===== src/rtl/spib_pkg.sv =====
`timescale 1ns/1ps
package spib_pkg;
  // byte addresses of the register file
  localparam int A_MODE = 0;
  localparam int A_RXD  = 1;
  localparam int A_TXD  = 2;
  localparam int A_CTRL = 3;
  localparam int A_STAT = 4;
  localparam int A_RSVD = 5;
  localparam int A_DIV  = 6;

  // packed so that bit positions match the mode register layout (0x10 .. 0x01)
  typedef struct packed {
    logic samp_lead;   // 0x10: capture on leading edge
    logic enable;      // 0x08: port enable
    logic lsb_first;   // 0x04: bit order
    logic cpol;        // 0x02: SCK idle level
    logic loopback;    // 0x01: internal MOSI->capture path
  } mode_t;

  localparam int MODE_W = $bits(mode_t);

  typedef enum logic [1:0] {
    ST_IDLE   = 2'd0,
    ST_RUN    = 2'd1,
    ST_FINISH = 2'd2
  } state_t;
endpackage


===== src/rtl/spib_baud.sv =====
`timescale 1ns/1ps
module spib_baud #(
  parameter int DIV_W = 8
) (
  input  logic             clk,
  input  logic             rst,
  input  logic             load_i,
  input  logic             run_i,
  input  logic [DIV_W-1:0] div_i,
  output logic             tick_o
);
  localparam int CW = DIV_W + 1;

  logic [CW-1:0] cnt_q;
  logic [CW-1:0] reload_q;
  logic [CW-1:0] reload_new;

  // half period of 2*(div+1) clocks -> count from 2*div+1 down to 0
  assign reload_new = {div_i, 1'b1};
  assign tick_o     = run_i && (cnt_q == '0);

  always_ff @(posedge clk) begin
    if (rst) begin
      cnt_q    <= '0;
      reload_q <= '0;
    end else if (load_i) begin
      cnt_q    <= reload_new;
      reload_q <= reload_new;
    end else if (run_i) begin
      if (cnt_q == '0) cnt_q <= reload_q;
      else             cnt_q <= cnt_q - 1'b1;
    end
  end

  // the countdown never leaves the window frozen at start
  p_cnt_bound_r3: assert property (@(posedge clk) disable iff (rst)
    cnt_q <= reload_q);

  // the frozen reload only changes on a start
  p_reload_frozen_r10: assert property (@(posedge clk) disable iff (rst)
    !load_i |=> $stable(reload_q));
endmodule


===== src/rtl/spib_engine.sv =====
`timescale 1ns/1ps
module spib_engine
  import spib_pkg::*;
#(
  parameter int DATA_W = 8
) (
  input  logic              clk,
  input  logic              rst,
  input  logic              start_req_i,
  input  mode_t             mode_i,
  input  logic [DATA_W-1:0] tx_i,
  input  logic              miso_i,
  input  logic              tick_i,
  output logic              load_o,
  output logic              run_o,
  output logic              busy_o,
  output logic              sck_o,
  output logic              mosi_o,
  output logic              rx_set_o,
  output logic [DATA_W-1:0] rx_byte_o
);
  localparam int EDGES = 2 * DATA_W;
  localparam int EW    = $clog2(EDGES);
  localparam logic [EW-1:0] LAST_E = EW'(EDGES - 1);

  state_t            st_q;
  logic              s_lead_q, s_lsb_q, s_cpol_q, s_lb_q;
  logic [DATA_W-1:0] tsh_q, rsh_q;
  logic [EW-1:0]     ecnt_q;
  logic              sck_q, mosi_q;

  logic              accept, k_odd, last_e, samp_now, drive_now, din;
  logic [DATA_W-1:0] rsh_next, tsh_next;

  assign accept = start_req_i && mode_i.enable && (st_q == ST_IDLE);
  assign k_odd  = ~ecnt_q[0];              // transition number ecnt+1 is odd
  assign last_e = (ecnt_q == LAST_E);

  assign samp_now  = tick_i && (s_lead_q ? k_odd : !k_odd);
  assign drive_now = tick_i && !last_e &&
                     (s_lead_q ? !k_odd : (k_odd && (ecnt_q != '0)));

  assign din      = s_lb_q ? mosi_q : miso_i;
  assign rsh_next = s_lsb_q ? {din, rsh_q[DATA_W-1:1]} : {rsh_q[DATA_W-2:0], din};
  assign tsh_next = s_lsb_q ? (tsh_q >> 1) : (tsh_q << 1);

  always_ff @(posedge clk) begin
    if (rst) begin
      st_q     <= ST_IDLE;
      s_lead_q <= 1'b0;
      s_lsb_q  <= 1'b0;
      s_cpol_q <= 1'b0;
      s_lb_q   <= 1'b0;
      tsh_q    <= '0;
      rsh_q    <= '0;
      ecnt_q   <= '0;
      sck_q    <= 1'b0;
      mosi_q   <= 1'b0;
    end else begin
      unique case (st_q)
        ST_IDLE: begin
          if (accept) begin
            s_lead_q <= mode_i.samp_lead;
            s_lsb_q  <= mode_i.lsb_first;
            s_cpol_q <= mode_i.cpol;
            s_lb_q   <= mode_i.loopback;
            tsh_q    <= tx_i;
            rsh_q    <= '0;
            ecnt_q   <= '0;
            sck_q    <= mode_i.cpol;
            mosi_q   <= mode_i.lsb_first ? tx_i[0] : tx_i[DATA_W-1];
            st_q     <= ST_RUN;
          end
        end
        ST_RUN: begin
          if (tick_i) begin
            sck_q  <= ~sck_q;
            ecnt_q <= ecnt_q + 1'b1;
            if (samp_now) rsh_q <= rsh_next;
            if (drive_now) begin
              tsh_q  <= tsh_next;
              mosi_q <= s_lsb_q ? tsh_next[0] : tsh_next[DATA_W-1];
            end
            if (last_e) st_q <= ST_FINISH;
          end
        end
        ST_FINISH: begin
          mosi_q <= 1'b0;
          st_q   <= ST_IDLE;
        end
        default: st_q <= ST_IDLE;
      endcase
    end
  end

  assign load_o    = accept;
  assign run_o     = (st_q == ST_RUN);
  assign busy_o    = (st_q != ST_IDLE);
  assign sck_o     = sck_q;
  assign mosi_o    = mosi_q;
  assign rx_set_o  = (st_q == ST_RUN) && tick_i && last_e;
  assign rx_byte_o = samp_now ? rsh_next : rsh_q;

  // between transfers SCK rests at the level frozen at the last start
  p_sck_idle_r3: assert property (@(posedge clk) disable iff (rst)
    (st_q == ST_IDLE) |-> (sck_q == s_cpol_q));

  // no data on the line outside a transfer
  p_mosi_idle_r12: assert property (@(posedge clk) disable iff (rst)
    (st_q == ST_IDLE) |-> !mosi_q);

  // busy outlives the completion by exactly one cycle
  p_busy_lag_r7: assert property (@(posedge clk) disable iff (rst)
    rx_set_o |=> (st_q == ST_FINISH) ##1 (st_q == ST_IDLE));

  // a start with the port disabled leaves the engine idle
  p_disabled_start_r9: assert property (@(posedge clk) disable iff (rst)
    ((st_q == ST_IDLE) && start_req_i && !mode_i.enable) |=> (st_q == ST_IDLE));

  // a start during a transfer does not reload the shifter or the count
  p_busy_start_r9: assert property (@(posedge clk) disable iff (rst)
    ((st_q == ST_RUN) && start_req_i && !tick_i) |=> ($stable(tsh_q) && $stable(ecnt_q)));

  // the frozen settings stay put while the transfer runs
  p_frozen_mode_r10: assert property (@(posedge clk) disable iff (rst)
    ((st_q != ST_IDLE) && $past(st_q != ST_IDLE)) |-> ($stable(s_lead_q) && $stable(s_lsb_q) && $stable(s_cpol_q) && $stable(s_lb_q)));
endmodule


===== src/rtl/spib_regfile.sv =====
`timescale 1ns/1ps
module spib_regfile
  import spib_pkg::*;
#(
  parameter int DATA_W = 8,
  parameter int DIV_W  = 8,
  parameter int ADDR_W = 3
) (
  input  logic              clk,
  input  logic              rst,
  input  logic [ADDR_W-1:0] addr_i,
  input  logic              we_i,
  input  logic              rd_i,
  input  logic [DATA_W-1:0] wdata_i,
  output logic [DATA_W-1:0] rdata_o,
  output mode_t             mode_o,
  output logic [DATA_W-1:0] tx_o,
  output logic [DIV_W-1:0]  div_o,
  output logic              start_req_o,
  input  logic              busy_i,
  input  logic              rx_set_i,
  input  logic [DATA_W-1:0] rx_byte_i,
  output logic              irq_o
);
  mode_t             mode_q;
  logic [DATA_W-1:0] tx_q, rx_q, rd_mux, rdata_q;
  logic [DIV_W-1:0]  div_q;
  logic              ready_q, irq_q;
  logic              hit_mode, hit_rxd, hit_txd, hit_ctrl, hit_div;

  assign hit_mode = (addr_i == ADDR_W'(A_MODE));
  assign hit_rxd  = (addr_i == ADDR_W'(A_RXD));
  assign hit_txd  = (addr_i == ADDR_W'(A_TXD));
  assign hit_ctrl = (addr_i == ADDR_W'(A_CTRL));
  assign hit_div  = (addr_i == ADDR_W'(A_DIV));

  assign start_req_o = we_i && hit_ctrl && wdata_i[0];

  always_ff @(posedge clk) begin
    if (rst) begin
      mode_q <= '0;
      tx_q   <= '0;
      div_q  <= '0;
    end else if (we_i) begin
      if (hit_mode) mode_q <= mode_t'(wdata_i[MODE_W-1:0]);
      if (hit_txd)  tx_q   <= wdata_i;
      if (hit_div)  div_q  <= wdata_i[DIV_W-1:0];
    end
  end

  always_ff @(posedge clk) begin
    if (rst) begin
      rx_q    <= '0;
      ready_q <= 1'b0;
      irq_q   <= 1'b0;
    end else if (rx_set_i) begin
      rx_q    <= rx_byte_i;
      ready_q <= 1'b1;
      irq_q   <= 1'b1;
    end else if (rd_i && hit_rxd) begin
      ready_q <= 1'b0;
      irq_q   <= 1'b0;
    end
  end

  always_comb begin
    rd_mux = '0;
    unique case (int'(addr_i))
      A_MODE:  rd_mux = DATA_W'(mode_q);
      A_RXD:   rd_mux = rx_q;
      A_TXD:   rd_mux = tx_q;
      A_STAT:  rd_mux = DATA_W'({busy_i, ready_q});
      A_DIV:   rd_mux = DATA_W'(div_q);
      default: rd_mux = '0;
    endcase
  end

  always_ff @(posedge clk) begin
    if (rst) rdata_q <= '0;
    else     rdata_q <= rd_mux;
  end

  assign rdata_o = rdata_q;
  assign mode_o  = mode_q;
  assign tx_o    = tx_q;
  assign div_o   = div_q;
  assign irq_o   = irq_q;

  // completion writes the byte and raises ready and the interrupt together
  p_complete_r7: assert property (@(posedge clk) disable iff (rst)
    rx_set_i |=> (ready_q && irq_q && (rx_q == $past(rx_byte_i))));

  // a receive-register read with no new byte clears ready and interrupt
  p_read_clears_r8: assert property (@(posedge clk) disable iff (rst)
    (rd_i && hit_rxd && !rx_set_i) |=> (!ready_q && !irq_q));

  // status reads leave the flags alone
  p_stat_read_keeps_r8: assert property (@(posedge clk) disable iff (rst)
    (rd_i && (addr_i == ADDR_W'(A_STAT)) && !rx_set_i) |=> $stable(irq_q));
endmodule


===== src/rtl/spi_byte_master.sv =====
`timescale 1ns/1ps
module spi_byte_master
  import spib_pkg::*;
#(
  parameter int DATA_W = 8,
  parameter int DIV_W  = 8,
  parameter int ADDR_W = 3
) (
  input  logic              clk,
  input  logic              rst,
  input  logic [ADDR_W-1:0] bus_addr,
  input  logic              bus_we,
  input  logic              bus_rd,
  input  logic [DATA_W-1:0] bus_wdata,
  output logic [DATA_W-1:0] bus_rdata,
  output logic              irq,
  output logic              sck,
  output logic              mosi,
  input  logic              miso
);
  mode_t             mode;
  logic [DATA_W-1:0] tx_byte, rx_byte;
  logic [DIV_W-1:0]  div;
  logic              start_req, load, run, busy, tick, rx_set;

  initial begin
    if (DATA_W < MODE_W) $error("data width too narrow for the mode field");
  end

  spib_regfile #(
    .DATA_W(DATA_W), .DIV_W(DIV_W), .ADDR_W(ADDR_W)
  ) u_regs (
    .clk        (clk),
    .rst        (rst),
    .addr_i     (bus_addr),
    .we_i       (bus_we),
    .rd_i       (bus_rd),
    .wdata_i    (bus_wdata),
    .rdata_o    (bus_rdata),
    .mode_o     (mode),
    .tx_o       (tx_byte),
    .div_o      (div),
    .start_req_o(start_req),
    .busy_i     (busy),
    .rx_set_i   (rx_set),
    .rx_byte_i  (rx_byte),
    .irq_o      (irq)
  );

  spib_baud #(.DIV_W(DIV_W)) u_baud (
    .clk    (clk),
    .rst    (rst),
    .load_i (load),
    .run_i  (run),
    .div_i  (div),
    .tick_o (tick)
  );

  spib_engine #(.DATA_W(DATA_W)) u_eng (
    .clk        (clk),
    .rst        (rst),
    .start_req_i(start_req),
    .mode_i     (mode),
    .tx_i       (tx_byte),
    .miso_i     (miso),
    .tick_i     (tick),
    .load_o     (load),
    .run_o      (run),
    .busy_o     (busy),
    .sck_o      (sck),
    .mosi_o     (mosi),
    .rx_set_o   (rx_set),
    .rx_byte_o  (rx_byte)
  );

  // an accepted start makes the block busy on the next cycle
  p_start_busy_r2: assert property (@(posedge clk) disable iff (rst)
    (start_req && mode.enable && !busy) |=> busy);

  // SCK moves only on divider ticks
  p_sck_on_tick_r3: assert property (@(posedge clk) disable iff (rst)
    (run && !tick) |=> $stable(sck));
endmodule


===== config.mk =====
export PLATFORM = sky130hd
export DESIGN_NAME = spi_byte_master
export DESIGN_NICKNAME = d
export VERILOG_FILES = /design/src/rtl/spib_pkg.sv /design/src/rtl/spib_baud.sv /design/src/rtl/spib_engine.sv /design/src/rtl/spib_regfile.sv /design/src/rtl/spi_byte_master.sv
export SDC_FILE = /design/constraint.sdc
export NUM_CORES = 1
export LEC_CHECK = 0
export BUFFER_PORTS_ARGS = -buffer_cell sky130_fd_sc_hd__buf_2
export CORE_UTILIZATION = 65
export CTS_CLUSTER_DIAMETER = 120
export CTS_CLUSTER_SIZE = 10
export DETAILED_ROUTE_END_ITERATION = 10
export PLACE_DENSITY = 0.94
export REMOVE_ABC_BUFFERS = 1
export SLEW_MARGIN = 20
export SYNTH_ARGS = -nofsm -noshare
export SYNTH_HDL_FRONTEND = slang
export SYNTH_SLANG_ARGS = --single-unit

===== constraint.sdc =====
create_clock -name clk -period 3.8 [get_ports clk]
set_clock_uncertainty 0.15 [all_clocks]
set_input_delay 0.19 -clock clk [delete_from_list [all_inputs] [get_ports clk]]
set_output_delay 0.19 -clock clk [all_outputs]
set_load 0.005 [all_outputs]

==> results of run 1 <==
path summary, 6_finish.rpt:
path / cells past startpoint / start / slack (ns) / end
max reg2reg: 7 / u_baud.cnt_q[0]$_SDFFE_PP0P_ / 1.11 / u_regs.rx_q[0]$_SDFFE_PP0P_
max: 7 / u_baud.cnt_q[0]$_SDFFE_PP0P_ / 1.11 / u_regs.rx_q[0]$_SDFFE_PP0P_
min: 4 / bus_rd / 0.10 / u_regs.ready_q$_SDFFE_PP0P_
min reg2reg: 2 / u_baud.reload_q[6]$_SDFFE_PP0P_ / 0.32 / u_baud.reload_q[6]$_SDFFE_PP0P_
timing repair:
item / CTS / global route
gates resized for setup: 0 / 0
setup endpoints to repair: 0 / 0
hold endpoints to repair: 20 / 0
setup buffers: 0 / 0
hold buffers: 8 / 0
logic make-up (layout without fill, tap and decap cells):
kind of cell | count (synthesis) | after routing | share of synthesized area, %
xor gates and xnor gates | 4 | 4 | 0.8654
DFF | 83 | 83 | 41.04
buffers and inverters | 50 | 71 | 5.315
muxes | 28 | 28 | 7.478
adders and majority gates | 6 | 6 | 1.854
and+or+nand+nor | 186 | 186 | 20.95
AOI/OAI and AO/OA | 144 | 144 | 22.50
power by group:
group	internal, uW	switching, uW
sequential	874	5.86
clock	384	355
combinational	22.4	46.9
per-stage QoR:
step                total power, uW  utilization [%]  hold slack [ns]  area, um^2  cells
global placement              956.3            69.77           0.2939        4155    573
CTS                            1687            75.02          0.08400        4468    597
detailed placement            958.1            69.77           0.3034        4155    573
global route                   1722            75.02           0.1477        4468    597
finish                         1688            75.02           0.1047        4468    597
floorplan                     921.7                -           0.1091        3894    467
tightest hold or removal path, delay by kind of cell:
family | cells | cell delay, ns
AND/OR/NAND/NOR | 1 | 0.06
AO/OA/AOI/OAI | 2 | 0.21
buffers and inverters | 1 | 0.11
metal layers:
metal  GRT usage (%)  wire length [um]  vias up
met5               0                 0        -
met4           18.04               565        0
met3           10.11              1120       59
met2           52.69              4951      277
met1           42.39              4280     1878
li1                -                 -     1813
final cells by class:
cell class                 count  area (um^2)  share of cell area, %
timing repair buffer          39        247.7                  5.545
tap                           75        93.84                  2.100
sequential                    83         1662                  37.19
multi-input combinational    368         2172                  48.61
clock inverter                 7        108.9                  2.436
inverter                      16        60.06                  1.344
clock buffer                   9        123.9                  2.772
sequential cells by signal, indices dropped and copies added (netlist names), 2 cells and up:
name	cells
u_baud.cnt_q	9
u_eng.st_q	2
u_regs.div_o	8
u_eng.rsh_q	8
u_regs.tx_o	8
u_regs.mode_o	5
u_baud.reload_q	9
u_regs.rx_q	8
u_eng.ecnt_q	4
u_regs.rdata_o	8
u_eng.tsh_q	8
layout by cell type (no fill, tap or decap), drive strengths merged, types with 3 or more instances in the layout:
cell	count
o41ai	7
nand4	3
mux2i	10
and2	6
a31oi	4
clkbuf	9
nor2	43
a22oi	26
a311oi	3
o211ai	3
or3	5
buf	31
nor3	7
nor4	3
o31ai	3
o21ai	17
nand2	94
mux2	18
nor2b	5
inv	19
ha	6
nand3	6
a32oi	3
nand3b	3
dfxtp	83
a21oi	59
dlygate4sd3	8
a211oi	6
==> results list, run 1 <==
- Result of the run: finished clean
- Most numerous cell in the Yosys netlist: sky130_fd_sc_hd__nand2_1
- Number of nets with antenna violations after detailed routing: 0
* Critical path's top delay family: simple AND/OR/NAND/NOR gates
* Final period utilization: between 70% and 80%
- The synthesized netlist contains 54 unique library cells.
- Aggregate negative setup slack: 0 ns
- Maxcap violations: 0
- Top FF cell, synth: sky130_fd_sc_hd__dfxtp_1
- The first global-routing pass estimated 16.85 mm of wire.
- In the synthesized netlist, the cells that appear most often are sky130_fd_sc_hd__nand2_1, sky130_fd_sc_hd__dfxtp_1, sky130_fd_sc_hd__a21oi_1.
- Worst-path clk slew: 0.10 ns
- The number of buffers and inverters on the critical path is 1.
- Top achievable clock speed: 371.5 MHz
* Number of primary I/O pins: 27
- Ratio of cells with drive above 1 in the final layout: 13.41%
* Number of max-slew violations in the final report: 0
- Avg Cell Area, Syn: 8.082 um^2
- Area growth syn-to-layout: 10.35%
* Areal power density over the cells: ~380 mW/mm^2
- In this run, CTS created clock tree buffers numbering 9.
- Overall Global Routing Usage: 33.99%
* Async set-or-reset flop fraction in the synthesized netlist: 0%
- The net count of the finished layout is 539.
* Maximum clock path buffer count: 2
- The number of global-route vias before repair was 3,555.
* Average wire per cell in the routed design: 18.29 um
- Before CTS, the worst setup slack after placement is 1.176 ns.
- In this run the tightest slew margin relative to its limit is between 40% and 50%.
- TritonRoute pass-1 iters: 7
* Vias: 4,027
- The die is 80.93 um wide.
- Data required, critical path: 3.89 ns
* Vertical die dimension: 80.93 um
* Post-route setup slack: around 1.1 ns
* Area leader, netlist: sky130_fd_sc_hd__dfxtp_1
- Number of buffers inserted by port buffering: 26
- Leakage power of the design: 0.001548 uW
- Traced cell by cell, the critical path runs through inv_1 > ha_1 > or4b_1 > or3_1 > or2_0 > a211oi_1 > nor3_1.
* H-tree Lvls: 3
- TritonCTS built the clock tree.
- For the pin with the worst max-slew slack, the measured transition is 0.8433 ns.
- At the end of routability-driven placement, the weighted congestion stood at a little under 1.
- Entering global routing, the biggest net connects between 40 and 50 pins.
- Cell area after technology mapping: 0.004049 mm^2
- For this configuration, the core starts out at a cell density of 67.98%.
* Number of fillers in the final layout: roughly 390
- Worst vdd rail ir drop: roughly 290 uV
- Number of setup violations in the final report: 0
* Full die area: 0.006549 mm^2
- Critical Path Max Stage Delay: 0.54 ns
* Worst-path maximum fanout: 9
- CP endpoint kind: flip-flop
- The later pin in the worst-skew pair is clocked with a latency of 0.36 ns.
- Sequential cell area fraction in the yosys report: 41.04%
- In this run the core area contains 28 standard-cell rows.
- Yosys reg bits: 83
* Class of the tightest hold or removal check: in2reg
- Yosys printed 0 warnings.
- Subtracting the final worst setup slack from the clock period gives approximately 2.7 ns.
- The slowest stage of the critical path belongs to the cell sky130_fd_sc_hd__or4b_1.
- Remaining DRCs: 0
* Root buffer selected by CTS: sky130_fd_sc_hd__clkbuf_8
- Nature of the critical path startpoint: flip-flop
- Start-to-end type of the worst setup path: reg2reg
* # clock sinks: just over 80
- Core region area: 0.005956 mm^2
- Post-detailed-route via-to-cell ratio: 6.745
- Number of failing hold endpoints at the final stage: 0
- Total overflow reported by the global router: 0
- Half-perimeter wire length after detailed placement: 7.221 mm
- The number of antenna violations at the first check in global routing was 0.
- Data arrival time of the critical path: 2.79 ns
- Number of diodes added for antenna fixing: 0
- DRT Wirelength: 10.92 mm
- Yosys attributes the largest share of cell area to sky130_fd_sc_hd__dfxtp_1, sky130_fd_sc_hd__nand2_1, sky130_fd_sc_hd__a21oi_1, sky130_fd_sc_hd__mux2_2, sky130_fd_sc_hd__a22oi_1.
* Share of Yosys cell area claimed by the top area cell type: between 40% and 50%
* Count of flip-flops with a built-in enable after synthesis: 0
- For this block, the initial DRC count from the detailed router was just over 500.
- Setup repair after global routing left no endpoint under its margin.
* Instance count of the mapped netlist: 501
Note: power is estimated with default switching activity, not from simulation.
==> run 2: changes to the inputs <==
--- a/config.mk
+++ b/config.mk
@@ -6,11 +6,11 @@
 export NUM_CORES = 1
 export LEC_CHECK = 0
 export BUFFER_PORTS_ARGS = -buffer_cell sky130_fd_sc_hd__buf_2
-export CORE_UTILIZATION = 65
+export CORE_UTILIZATION = 60
 export CTS_CLUSTER_DIAMETER = 120
 export CTS_CLUSTER_SIZE = 10
 export DETAILED_ROUTE_END_ITERATION = 10
-export PLACE_DENSITY = 0.94
+export PLACE_DENSITY = 0.88
 export REMOVE_ABC_BUFFERS = 1
 export SLEW_MARGIN = 20
 export SYNTH_ARGS = -nofsm -noshare
==> constraint.sdc (replaced) <==
create_clock -name clk -period 2.8 [get_ports clk]
set_clock_uncertainty 0.15 [all_clocks]
set_input_delay 0.14 -clock clk [delete_from_list [all_inputs] [get_ports clk]]
set_output_delay 0.14 -clock clk [all_outputs]
set_load 0.005 [all_outputs]
==> run 2 against run 1 <==
Effect of this change:
- the flow now finishes with violations (DRC)
- combinational power up 40%
- routed wire length down 0.80%
- worst setup slack lost 0.92 ns
- utilization fell by 5.3 points
- clock-buffer cell count rose by 1
- critical endpoint is now u_eng.tsh_q[0]$_SDFFE_PP0P_
- clock power up 8.5%
- via count shrank 3.1%
- largest cell class unchanged
- total power grew 24%
- cell count is 1.5% higher
- sequential power up 35%
- register-to-register slack got worse by 0.92 ns
- critical path depth unchanged
==> results list, run 2 (same netlist as run 1, synthesis figures left out) <==
* CTS tree: done (unchanged)
* Vias in the first global route: 3,645 (was 3,555)
* Violated checks: DRC
- The final setup violation count came to 0 (unchanged).
- The leading cell type in the layout, fill and taps excluded is sky130_fd_sc_hd__nand2_1 (unchanged).
- The clock transition at the registers of the reported paths came to 0.09 ns (was 0.10 ns).
- The maximum count of clock buffers along a single path came to 2 (unchanged).
- DRT Wirelength: 10.83 mm (was 10.92 mm)
* Worst vdd rail ir drop: 534.0 uV (was 286.5 uV)
- The startpoint-to-endpoint class of the critical path was reg2reg (unchanged).
- Placed cell area: 0.004223 mm^2 (was 0.004155 mm^2)
* Number of primary I/O pins: 27 (unchanged)
* Number of buffers inserted by port buffering: 26 (unchanged)
- Crit path capture: u_eng.tsh_q[0]$_SDFFE_PP0P_ (was u_regs.rx_q[0]$_SDFFE_PP0P_)
- The critical path endpoint category is a flip-flop (unchanged).
- The sort of element at the start of the critical path was a flip-flop (unchanged).
- Half-perimeter wire length after detailed placement: 7.455 mm (was 7.221 mm)
* Registers with the highest flip-flop counts: u_baud.cnt_q: 9 flops, u_baud.reload_q: 9 flops (unchanged)
- Most used cells in the layout excluding fill and tap cells: sky130_fd_sc_hd__nand2_1, sky130_fd_sc_hd__dfxtp_1, sky130_fd_sc_hd__a21oi_1 (unchanged)
- Source-to-sink clock delay at the later pin of the worst-skew pair: 0.36 ns (about the same)
* Data arrival time of the critical path: 2.76 ns (was 2.79 ns)
- The stage delay of the slowest cell on the critical path was 0.54 ns (about the same).
- Slack of the worst reg-to-reg path: 0.19 ns (was 1.11 ns)
- Total overflow reported by the global router: 0 (unchanged)
* Areal power density over the cells: 466.7 mW/mm^2 (was 377.7 mW/mm^2)
* Core region area: 0.006422 mm^2 (was 0.005956 mm^2)
* Aggregate negative setup slack: 0 ns (unchanged)
* Rel. slew slack: 47.69% (was 43.70%)
* Class of the tightest hold or removal check: in2reg (unchanged)
- First-pass GRT wire length: 17.28 mm (was 16.85 mm)
* Final design instance area without fill: 0.004481 mm^2 (was 0.004468 mm^2)
- The total leakage power came to 0.001552 uW (was 0.001548 uW).
- Worst R2R Start: u_baud.cnt_q[0]$_SDFFE_PP0P_ (unchanged)
* # clock sinks: 83 (unchanged)
- The max-capacitance violation count came to 0 (unchanged).
* Total Nets Final: 546 (was 539)
* Final period utilization: 93.20% (was 70.84%)
* Initial antenna violation count: 0 (unchanged)
* Number of failing hold endpoints at the final stage: 0 (unchanged)
- Logic depth of the worst register-to-register path: 7 (unchanged)
- Full die area: 0.007080 mm^2 (was 0.006549 mm^2)
* Number of rows created at floorplan: 29 (was 28)
- Worst reg2reg endpoint: u_eng.tsh_q[0]$_SDFFE_PP0P_ (was u_regs.rx_q[0]$_SDFFE_PP0P_)
* Average wire per cell in the routed design: 17.87 um (was 18.29 um)
- Effective utilization at floorplan: 63.04% (was 67.98%)
* Vias: 3,904 (was 4,027)
- The data required time at the worst endpoint came to 2.95 ns (was 3.89 ns).
* H-tree Lvls: 3 (unchanged)
- The pin count of the biggest net entering global routing came to 44 (was 45).
- Post-detailed-route via-to-cell ratio: 6.442 (was 6.745)
* Remaining DRCs: 2 (was 0)
- Final cell utilization of the core: 69.76% (was 75.02%)
- Overall Global Routing Usage: 31.02% (was 33.99%)
* Slowest stage cell on the critical path: sky130_fd_sc_hd__or4b_1 (unchanged)
- Worst-path maximum fanout: 8 (was 9)
- The measured slew at the worst slew-check pin came to 0.7836 ns (was 0.8433 ns).
- TritonRoute pass-1 iters: 9 (was 7)
* Horizontal die dimension: 84.15 um (was 80.93 um)
- Period minus WS final: 2.609 ns (was 2.692 ns)
* Number of diodes added for antenna fixing: 0 (unchanged)
- The top achievable clock speed is 383.2 MHz (was 371.5 MHz).
- List of cells traversed by the critical path: inv_1 > ha_1 > or4b_1 > or3_1 > and3b_1 > a32oi_1 > a21oi_1 (was inv_1 > ha_1 > or4b_1 > or3_1 > or2_0 > a211oi_1 > nor3_1)
- The overall die height came to 84.15 um (was 80.93 um).
- Result of the run: finished with violations (was finished clean).
* Routability-driven placement congestion ratio: 0.8999 (was 0.9628)
- Area growth syn-to-layout: 10.66% (was 10.35%)
- Setup repair after global routing missed its margin: no (unchanged).
* Number of design-rule violations left by the first detailed-router iteration: 461 (was 504)
* Root buffer selected by CTS: sky130_fd_sc_hd__clkbuf_8 (unchanged)
* Setup repair bufs after CTS: 0 (unchanged)
- Number of nets with antenna violations after detailed routing: 0 (unchanged)
* CTS buffer count: 9 (unchanged)
- Number of max-slew violations in the final report: 0 (unchanged)
- The fraction of final layout cells with drive strength greater than 1 was 14.37% (was 13.41%).
- Critical Path Start: u_baud.cnt_q[0]$_SDFFE_PP0P_ (unchanged)
-- run 2: changes by cell type in the layout (fill, tap and decap cells not counted) --
cell	before	now
sky130_fd_sc_hd__clkinvlp_4	0	2
sky130_fd_sc_hd__clkbuf_1	0	1
sky130_fd_sc_hd__bufinv_16	2	0
sky130_fd_sc_hd__inv_6	1	2
sky130_fd_sc_hd__inv_8	2	0
sky130_fd_sc_hd__buf_4	5	11
sky130_fd_sc_hd__buf_12	0	1
-- run 2: stage by stage --
stage          setup slack (ns)  power, uW  cells  hold WS, ns
3_5_place_dp             0.2245       1304    582       0.2722
2_1_floorplan           0.07176       1251    467      0.05907
3_3_place_gp             0.3017       1302    582       0.2631
4_1_cts                  0.1924       2089    606      0.06076
6_report                 0.1905       2091    606      0.06626
5_1_grt                 0.04547       2140    606      0.07588
-- run 2: final cells by class --
type / instances / area [um^2]
clock buffers: 10 / 127.6
clock inverters: 6 / 50.05
fillers: 504 / 1942
inverters: 16 / 60.06
multi-input cells: 368 / 2172
flip-flops and latches: 83 / 1662
well taps: 77 / 96.34
repair buffers: 46 / 312.8
-- run 2: metal layers --
metal	wire [um]	GRT usage (%)	up-vias	part of all wire, %
li1	-	-	1823	-
met1	4406	38.16	1837	41
met2	5249	53.13	210	48
met3	863	6.490	34	8.0
met4	312	12.54	0	2.9
met5	0	0	-	0
-- run 2: worst max-delay path, delay by kind of cell (launching register included) --
family                     cells  cell delay, ns
DFF                            1            0.35
buffers and inverters          1            0.07
adders and majority gates      1            0.19
AOI/OAI and AO/OA              2            0.32
and+or+nand+nor                3            1.47
-- run 2: how the worst min path moves through the flow --
| stage | from | to | slack (ns) | cells after the start |
|---|---|---|---|---|
| 3_3_place_gp | bus_wdata[7] | u_regs.tx_o[7]$_SDFFE_PP0P_ | 0.26 | 3 |
| 5_1_grt | bus_rd | u_regs.ready_q$_SDFFE_PP0P_ | 0.08 | 4 |
| 4_1_cts | bus_rd | u_regs.ready_q$_SDFFE_PP0P_ | 0.06 | 4 |
| 3_5_place_dp | bus_wdata[7] | u_regs.div_o[7]$_SDFFE_PP0P_ | 0.27 | 3 |
| 6_report | bus_rd | u_regs.ready_q$_SDFFE_PP0P_ | 0.07 | 4 |
| 2_1_floorplan | rst | u_baud.cnt_q[0]$_SDFFE_PP0P_ | 0.06 | 1 |
-- run 2: timing repair --
action	CTS	global route
hold buffers	8	0
gates resized for setup	0	0
endpoints found under the hold margin	21	0
-- run 2: power by group --
part / internal [uW] / leakage, uW / switching, uW
sequential: 1190 / 0.000669 / 7.66
clock: 332 / 0.0000835 / 469
combinational: 33.3 / 0.000799 / 63.4
total: 1550 / 0.00155 / 540
